**config.mk**
```make
export PLATFORM = sky130hd
export DESIGN_NAME = idsel_responder
export DESIGN_NICKNAME = d
export VERILOG_FILES = /design/src/rtl/idsel_pkg.sv /design/src/rtl/idsel_qualifier.sv /design/src/rtl/idsel_timer.sv /design/src/rtl/idsel_responder.sv
export SDC_FILE = /design/constraint.sdc
export NUM_CORES = 1
export LEC_CHECK = 0
export ABC_AREA = 1
export BUFFER_PORTS_ARGS = -buffer_cell sky130_fd_sc_hd__buf_2
export CORE_MARGIN = 1
export CORE_UTILIZATION = 55
export DETAILED_ROUTE_END_ITERATION = 8
export PLACE_DENSITY = 0.77
export SLEW_MARGIN = 20
export SYNTH_ARGS = -nofsm -noshare
export SYNTH_HDL_FRONTEND = slang
export SYNTH_SLANG_ARGS = --single-unit
export TNS_END_PERCENT = 100
```
**constraint.sdc**
```tcl
create_clock -name clk -period 1.9 [get_ports clk]
set_input_delay 0.095 -clock clk [delete_from_list [all_inputs] [get_ports clk]]
set_output_delay 0.095 -clock clk [all_outputs]
set_load 0.02 [all_outputs]
```
**src/rtl/idsel_pkg.sv**
```systemverilog
package idsel_pkg;
  typedef enum logic [1:0] {
    ST_IDLE   = 2'd0,
    ST_DRIVE  = 2'd1,
    ST_SETTLE = 2'd2,
    ST_HOLD   = 2'd3
  } idsel_state_e;

  localparam logic [1:0] ROLE_TGT  = 2'b01;
  localparam logic [1:0] ROLE_INIT = 2'b10;
endpackage

```
**src/rtl/idsel_qualifier.sv**
```systemverilog
module idsel_qualifier #(
  parameter int LEN = 4
) (
  input  logic clk,
  input  logic rst,
  input  logic lvl_i,
  output logic ok_o
);
  localparam int CW = $clog2(LEN + 1);
  localparam logic [CW-1:0] LEN_C = CW'(LEN);

  logic [CW-1:0] run_q;

  always_ff @(posedge clk) begin
    if (rst) begin
      run_q <= '0;
    end else if (!lvl_i) begin
      run_q <= '0;
    end else if (run_q != LEN_C) begin
      run_q <= run_q + 1'b1;
    end
  end

  assign ok_o = (run_q == LEN_C);


  ok_level_chk: assert property (@(posedge clk) disable iff (rst)
    ok_o |-> $past(lvl_i));
endmodule

```
**src/rtl/idsel_timer.sv**
```systemverilog
module idsel_timer #(
  parameter int TW = 8
) (
  input  logic          clk,
  input  logic          rst,
  input  logic          load_i,
  input  logic [TW-1:0] val_i,
  output logic          last_o
);
  logic [TW-1:0] left_q;

  always_ff @(posedge clk) begin
    if (rst) begin
      left_q <= '0;
    end else if (load_i) begin
      left_q <= val_i;
    end else if (left_q != '0) begin
      left_q <= left_q - 1'b1;
    end
  end

  assign last_o = (left_q == TW'(1));


  last_count_chk: assert property (@(posedge clk) disable iff (rst)
    last_o && !load_i |=> left_q == '0 || $past(load_i));
endmodule

```
**src/rtl/idsel_responder.sv**
```systemverilog
module idsel_responder
  import idsel_pkg::*;
#(
  parameter int STABLE_CYC = 4,
  parameter int RESP_CYC   = 20,
  parameter int FILT_CYC   = 3,
  parameter int DLY_W      = 8
) (
  input  logic             clk,
  input  logic             rst,
  input  logic             sel_i,
  input  logic             msg_i,
  input  logic             bsy_i,
  input  logic [1:0]       role_i,
  input  logic [DLY_W-1:0] tgt_delay_i,
  output logic             msg_oe_o,
  output logic             io_oe_o,
  output logic             active_o,
  output logic             selected_o
);
  localparam int RW = $clog2(RESP_CYC + 1);
  localparam int TW = (DLY_W > RW) ? DLY_W : RW;

  logic pat_ok, rel_ok, t_last, t_load;
  logic [TW-1:0] t_val;
  logic is_tgt, is_init;
  idsel_state_e st_q;

  assign is_tgt  = (role_i == ROLE_TGT);
  assign is_init = (role_i == ROLE_INIT);

  idsel_qualifier #(.LEN(STABLE_CYC)) u_pat (
    .clk(clk), .rst(rst), .lvl_i(sel_i & msg_i & ~bsy_i), .ok_o(pat_ok));

  idsel_qualifier #(.LEN(FILT_CYC)) u_rel (
    .clk(clk), .rst(rst), .lvl_i(~msg_i), .ok_o(rel_ok));

  assign t_val  = is_init ? TW'(RESP_CYC) : TW'(tgt_delay_i);
  assign t_load = (st_q == ST_IDLE);

  idsel_timer #(.TW(TW)) u_tmr (
    .clk(clk), .rst(rst), .load_i(t_load), .val_i(t_val), .last_o(t_last));

  always_ff @(posedge clk) begin
    if (rst) begin
      st_q       <= ST_IDLE;
      msg_oe_o   <= 1'b0;
      active_o   <= 1'b0;
      selected_o <= 1'b0;
    end else begin
      selected_o <= 1'b0;
      case (st_q)
        ST_IDLE: begin
          if (pat_ok && (is_tgt || is_init)) begin
            active_o <= 1'b1;
            if (is_init || tgt_delay_i != '0) begin
              msg_oe_o <= 1'b1;
              st_q     <= ST_DRIVE;
            end else begin
              st_q <= ST_SETTLE;
            end
          end
        end
        ST_DRIVE: begin
          if (!sel_i) begin
            msg_oe_o <= 1'b0;
            active_o <= 1'b0;
            st_q     <= ST_IDLE;
          end else if (t_last) begin
            msg_oe_o <= 1'b0;
            st_q     <= ST_SETTLE;
          end
        end
        ST_SETTLE: begin
          if (!sel_i) begin
            active_o <= 1'b0;
            st_q     <= ST_IDLE;
          end else if (rel_ok) begin
            selected_o <= 1'b1;
            st_q       <= ST_HOLD;
          end
        end
        default: begin
          if (!sel_i) begin
            active_o <= 1'b0;
            st_q     <= ST_IDLE;
          end
        end
      endcase
    end
  end

  assign io_oe_o = 1'b0;


  sel_pulse_chk: assert property (@(posedge clk) disable iff (rst)
    selected_o |=> !selected_o);


  drive_after_accept_chk: assert property (@(posedge clk) disable iff (rst)
    $rose(active_o) |-> $past(pat_ok));


  role_gate_chk: assert property (@(posedge clk) disable iff (rst)
    $rose(active_o) |-> $past(is_tgt || is_init));


  filtered_release_chk: assert property (@(posedge clk) disable iff (rst)
    selected_o |-> $past(rel_ok) && !msg_oe_o && active_o);


  abort_chk: assert property (@(posedge clk) disable iff (rst)
    $past(!sel_i) && $past(st_q != ST_IDLE) |-> !msg_oe_o && !selected_o);
endmodule

```
==> summary.txt <==
Outcome
  – Status: complete, no violations

Setup path
  – Launch point of the worst reg-to-reg path: u_tmr.left_q[0]
  – Length in cells of the worst reg-to-reg path: 7
  – Critical-path maximum fanout: 5
  – Highest cell delay on the worst timing path: 0.34 ns
  – Cell breakdown of the critical path: inv_1, ha_1, nand2_1, nor3_1, a21o_1, nand3_1, a21oi_1
  – Category of the most critical setup path: flop to flop
  – Worst R2R Setup Slack: around 0.36 ns
  – Kind of end point of the critical path: flop
  – Endpoint of the most critical register-to-register path: u_tmr.left_q[6]
  – Cell type of the slowest stage on the worst timing path: sky130_fd_sc_hd__dfxtp_1
  – Worst path required time: 2.13 ns
  – Type of origin of the critical path: flop
  – CP arrival: 1.77 ns

Layout
  – Synthesis-to-finish area growth: 12.6%
  – Non-filler instance count after layout: ~210
  – Antenna fix cells: 0
  – Share of post-route cells with drive strength above 1: 20.2%
  – Net count of the finished layout: 205
  – Filler Cells Inserted: 182

Job
  – Count of max-cap constraint violations: 0

Logic synthesis
  – Total of flip-flops plus latches after synthesis: 18
  – Cell with the most instances after synthesis: sky130_fd_sc_hd__inv_1
  – Yosys cell types: 33
  – Warnings, synthesis: 0
  – Commonest cells in the synthesized netlist: sky130_fd_sc_hd__inv_1 (25), sky130_fd_sc_hd__nand2_1 (24), sky130_fd_sc_hd__nor2_1 (19)
  – Cell type contributing the most total cell area after synthesis: sky130_fd_sc_hd__dfxtp_1
  – Sequential-to-total area share from yosys stat: 31.5%
  – Number of nets in the synthesized netlist: 184
  – Async S/R FF share, synth: 0%
  – Avg Synthesized Cell Area: 7.25 µm²
  – Syn Inst Count: 158
  – Top cells by area, synth: sky130_fd_sc_hd__dfxtp_1 (31%), sky130_fd_sc_hd__ha_1 (12%), sky130_fd_sc_hd__inv_1 (8.2%)
  – Number of enable-type register cells in the synthesized netlist: 0
  – Top_reg_cell synth: sky130_fd_sc_hd__dfxtp_1
  – Netlist area before placement: 0.00114 mm²
  – Area share of the leading cell type in the synthesized netlist: 31.5%

Floorplan
  – Die area: 0.00227 mm²
  – Die W: between 40 and 50 µm
  – Top Ports: 19
  – Core Area: 0.00196 mm²
  – Die height: 47.6 µm
  – Site Rows: 16
  – Initial core utilization: 58.4%

Global routing
  – Tot GR Track Use: 23.3%
  – Pin count of the biggest net entering global routing: 11
  – Vias in the first global route: 937
  – Antenna violations before repair: 0
  – Wire length of the first global-routing pass: between 3000 and 4000 µm
  – Total overflow reported by the global router: 0

STA
  – Achievable clock frequency: 651 MHz
  – Post-layout minimum cycle time: 1.54 ns
  – Final clock skew: 0.000977 ns
  – Final max-slew violation count: 0
  – Hold Vio Cnt, Final: 0
  – Setup tns final: 0 ns
  – Endpoints failing setup: 0
  – RSZ-0062 raised after global routing: no
  – Fraction of the cycle the final worst path needs: 80.9%

Place
  – Dpl hpwl: approximately 1900 µm
  – Routability cong.: 0.920
  – Quantity of I/O buffers inserted on ports: 17
  – Placed cell count: 201

Power
  – Cell area power density: 574 mW/mm²
  – VDD IR-drop max: 365 µV
  – Static leakage: 0.646 nW

Clock network
  – H-tree lvl count: 1
  – Num Clock Sinks: 18
  – Clk pin slew, worst setup/hold paths: 0.11 ns
  – Post-cts sizing count: 0
  – Clock latency of the later-clocked register in the worst-skew pair: 0.29 ns
  – Number of buffers between clock root and the deepest sink: 2
  – CTS tree: yes
  – Setup Buffers After CTS: 0
  – CTS Buf Count: 3
  – Hold-fix buffer count after cts: 0
  – CTS root buffer: sky130_fd_sc_hd__clkbuf_4

Min path
  – Worst min-delay path startpoint: rst
  – Endpoint of the worst hold path: st_q[1]
  – Worst Hold Depth: 2
  – Worst hold path class: input pin to flop

Route
  – Post-detailed-route via-to-cell ratio: approximately 5.1
  – Number of vias in the routed layout: 1046
  – Count of antenna-violating nets left after detailed routing: 0
  – TritonRoute pass-1 iters: 6
  – Wire length reported by the detailed router: 2340 µm
  – DRC: 0
  – Number of DRC markers after the initial detailed-route iteration: 37
  – Final routed wire length divided by cell count: 11.4 µm
==> report_power, final <==
group | switching, mW | internal [mW] | leakage [nW]
sequential | 0.0104 | 0.390 | 0.147
clock | 0.122 | 0.117 | 0.0210
combinational | 0.0601 | 0.0409 | 0.478
total | 0.193 | 0.547 | 0.646
==> layer usage <==
| metal | track usage [%] | share of wire, % | up-vias |
|---|---|---|---|
| li1 | - | - | 545 |
| met1 | 28.0 | 45 | 472 |
| met2 | 40.0 | 50 | 29 |
| met3 | 4.91 | 5.0 | 0 |
| met4 | 10.6 | 0 | 0 |
| met5 | 0 | 0 | - |
==> critical path: cells and delay by family, from the launching register on <==
| kind | cells | cell delay (ns) |
|---|---|---|
| adder cells (fa/ha/maj) | 1 | 0.23 |
| buffers and inverters | 1 | 0.16 |
| AND/OR/NAND/NOR | 3 | 0.46 |
| flip-flops | 1 | 0.34 |
| AO/OA/AOI/OAI | 2 | 0.29 |
==> worst max path at each step <==
stage / start / endpoint / slack [ns]
6_report: u_tmr.left_q[0] / u_tmr.left_q[6] / 0.36
3_3_place_gp: u_tmr.left_q[0] / u_tmr.left_q[6] / 0.45
2_1_floorplan: st_q[0] / u_tmr.left_q[0] / 0.46
5_1_grt: u_tmr.left_q[0] / u_tmr.left_q[6] / 0.20
4_1_cts: u_tmr.left_q[0] / u_tmr.left_q[6] / 0.37
3_5_place_dp: st_q[0] / u_tmr.left_q[0] / 0.40
==> kinds of logic (layout without fill, tap and decap cells) <==
family          after synthesis  after routing  share of synthesized area (%)
xor+xnor                      3              3                           2.30
compound gates               23             23                           12.0
buf+inv                      28             48                           10.4
flops                        18             18                           31.5
simple gates                 74             74                           31.5
fa+ha+maj                    11             11                           12.0
other cells                   1              1                          0.328
==> metrics by stage <==
step                utilization [%]  power [mW]  instance area (µm²)  setup slack, ns  hold slack (ns)
detailed placement             63.8       0.508                 1250            0.403            0.371
global placement               63.8       0.504                 1250            0.451            0.363
floorplan                         -       0.473                 1140            0.465            0.167
global route                   65.7       0.780                 1290            0.197           0.0581
CTS                            65.7       0.745                 1290            0.372           0.0474
finish                         65.7       0.740                 1290            0.363           0.0612
==> layout by cell type (no fill, tap or decap), drive strengths merged, types with 5 or more instances in the layout <==
master	n
nand2	28
nor2	22
ha	11
or2	5
a21oi	10
dfxtp	18
inv	26
buf	18
nor3	5
nand3	8
o21ai	7
==> final cells by class <==
| class | count | area, µm² | share of cell area [%] |
|---|---|---|---|
| Sequential cell | 18 | 360 | 28.0 |
| Multi-Input combinational cell | 112 | 666 | 51.7 |
| Tap cell | 27 | 33.8 | 2.62 |
| Clock buffer | 4 | 36.3 | 2.82 |
| Timing Repair Buffer | 18 | 92.6 | 7.18 |
| Inverter | 26 | 100 | 7.77 |
==> flip-flops by register name, summed over array words and instances, names as in the netlist <==
name          cells
st_q              2
u_rel.run_q       2
msg_oe_o          1
active_o          1
u_tmr.left_q      8
u_pat.run_q       3
selected_o        1
Note: power is estimated with default switching activity, not from simulation.
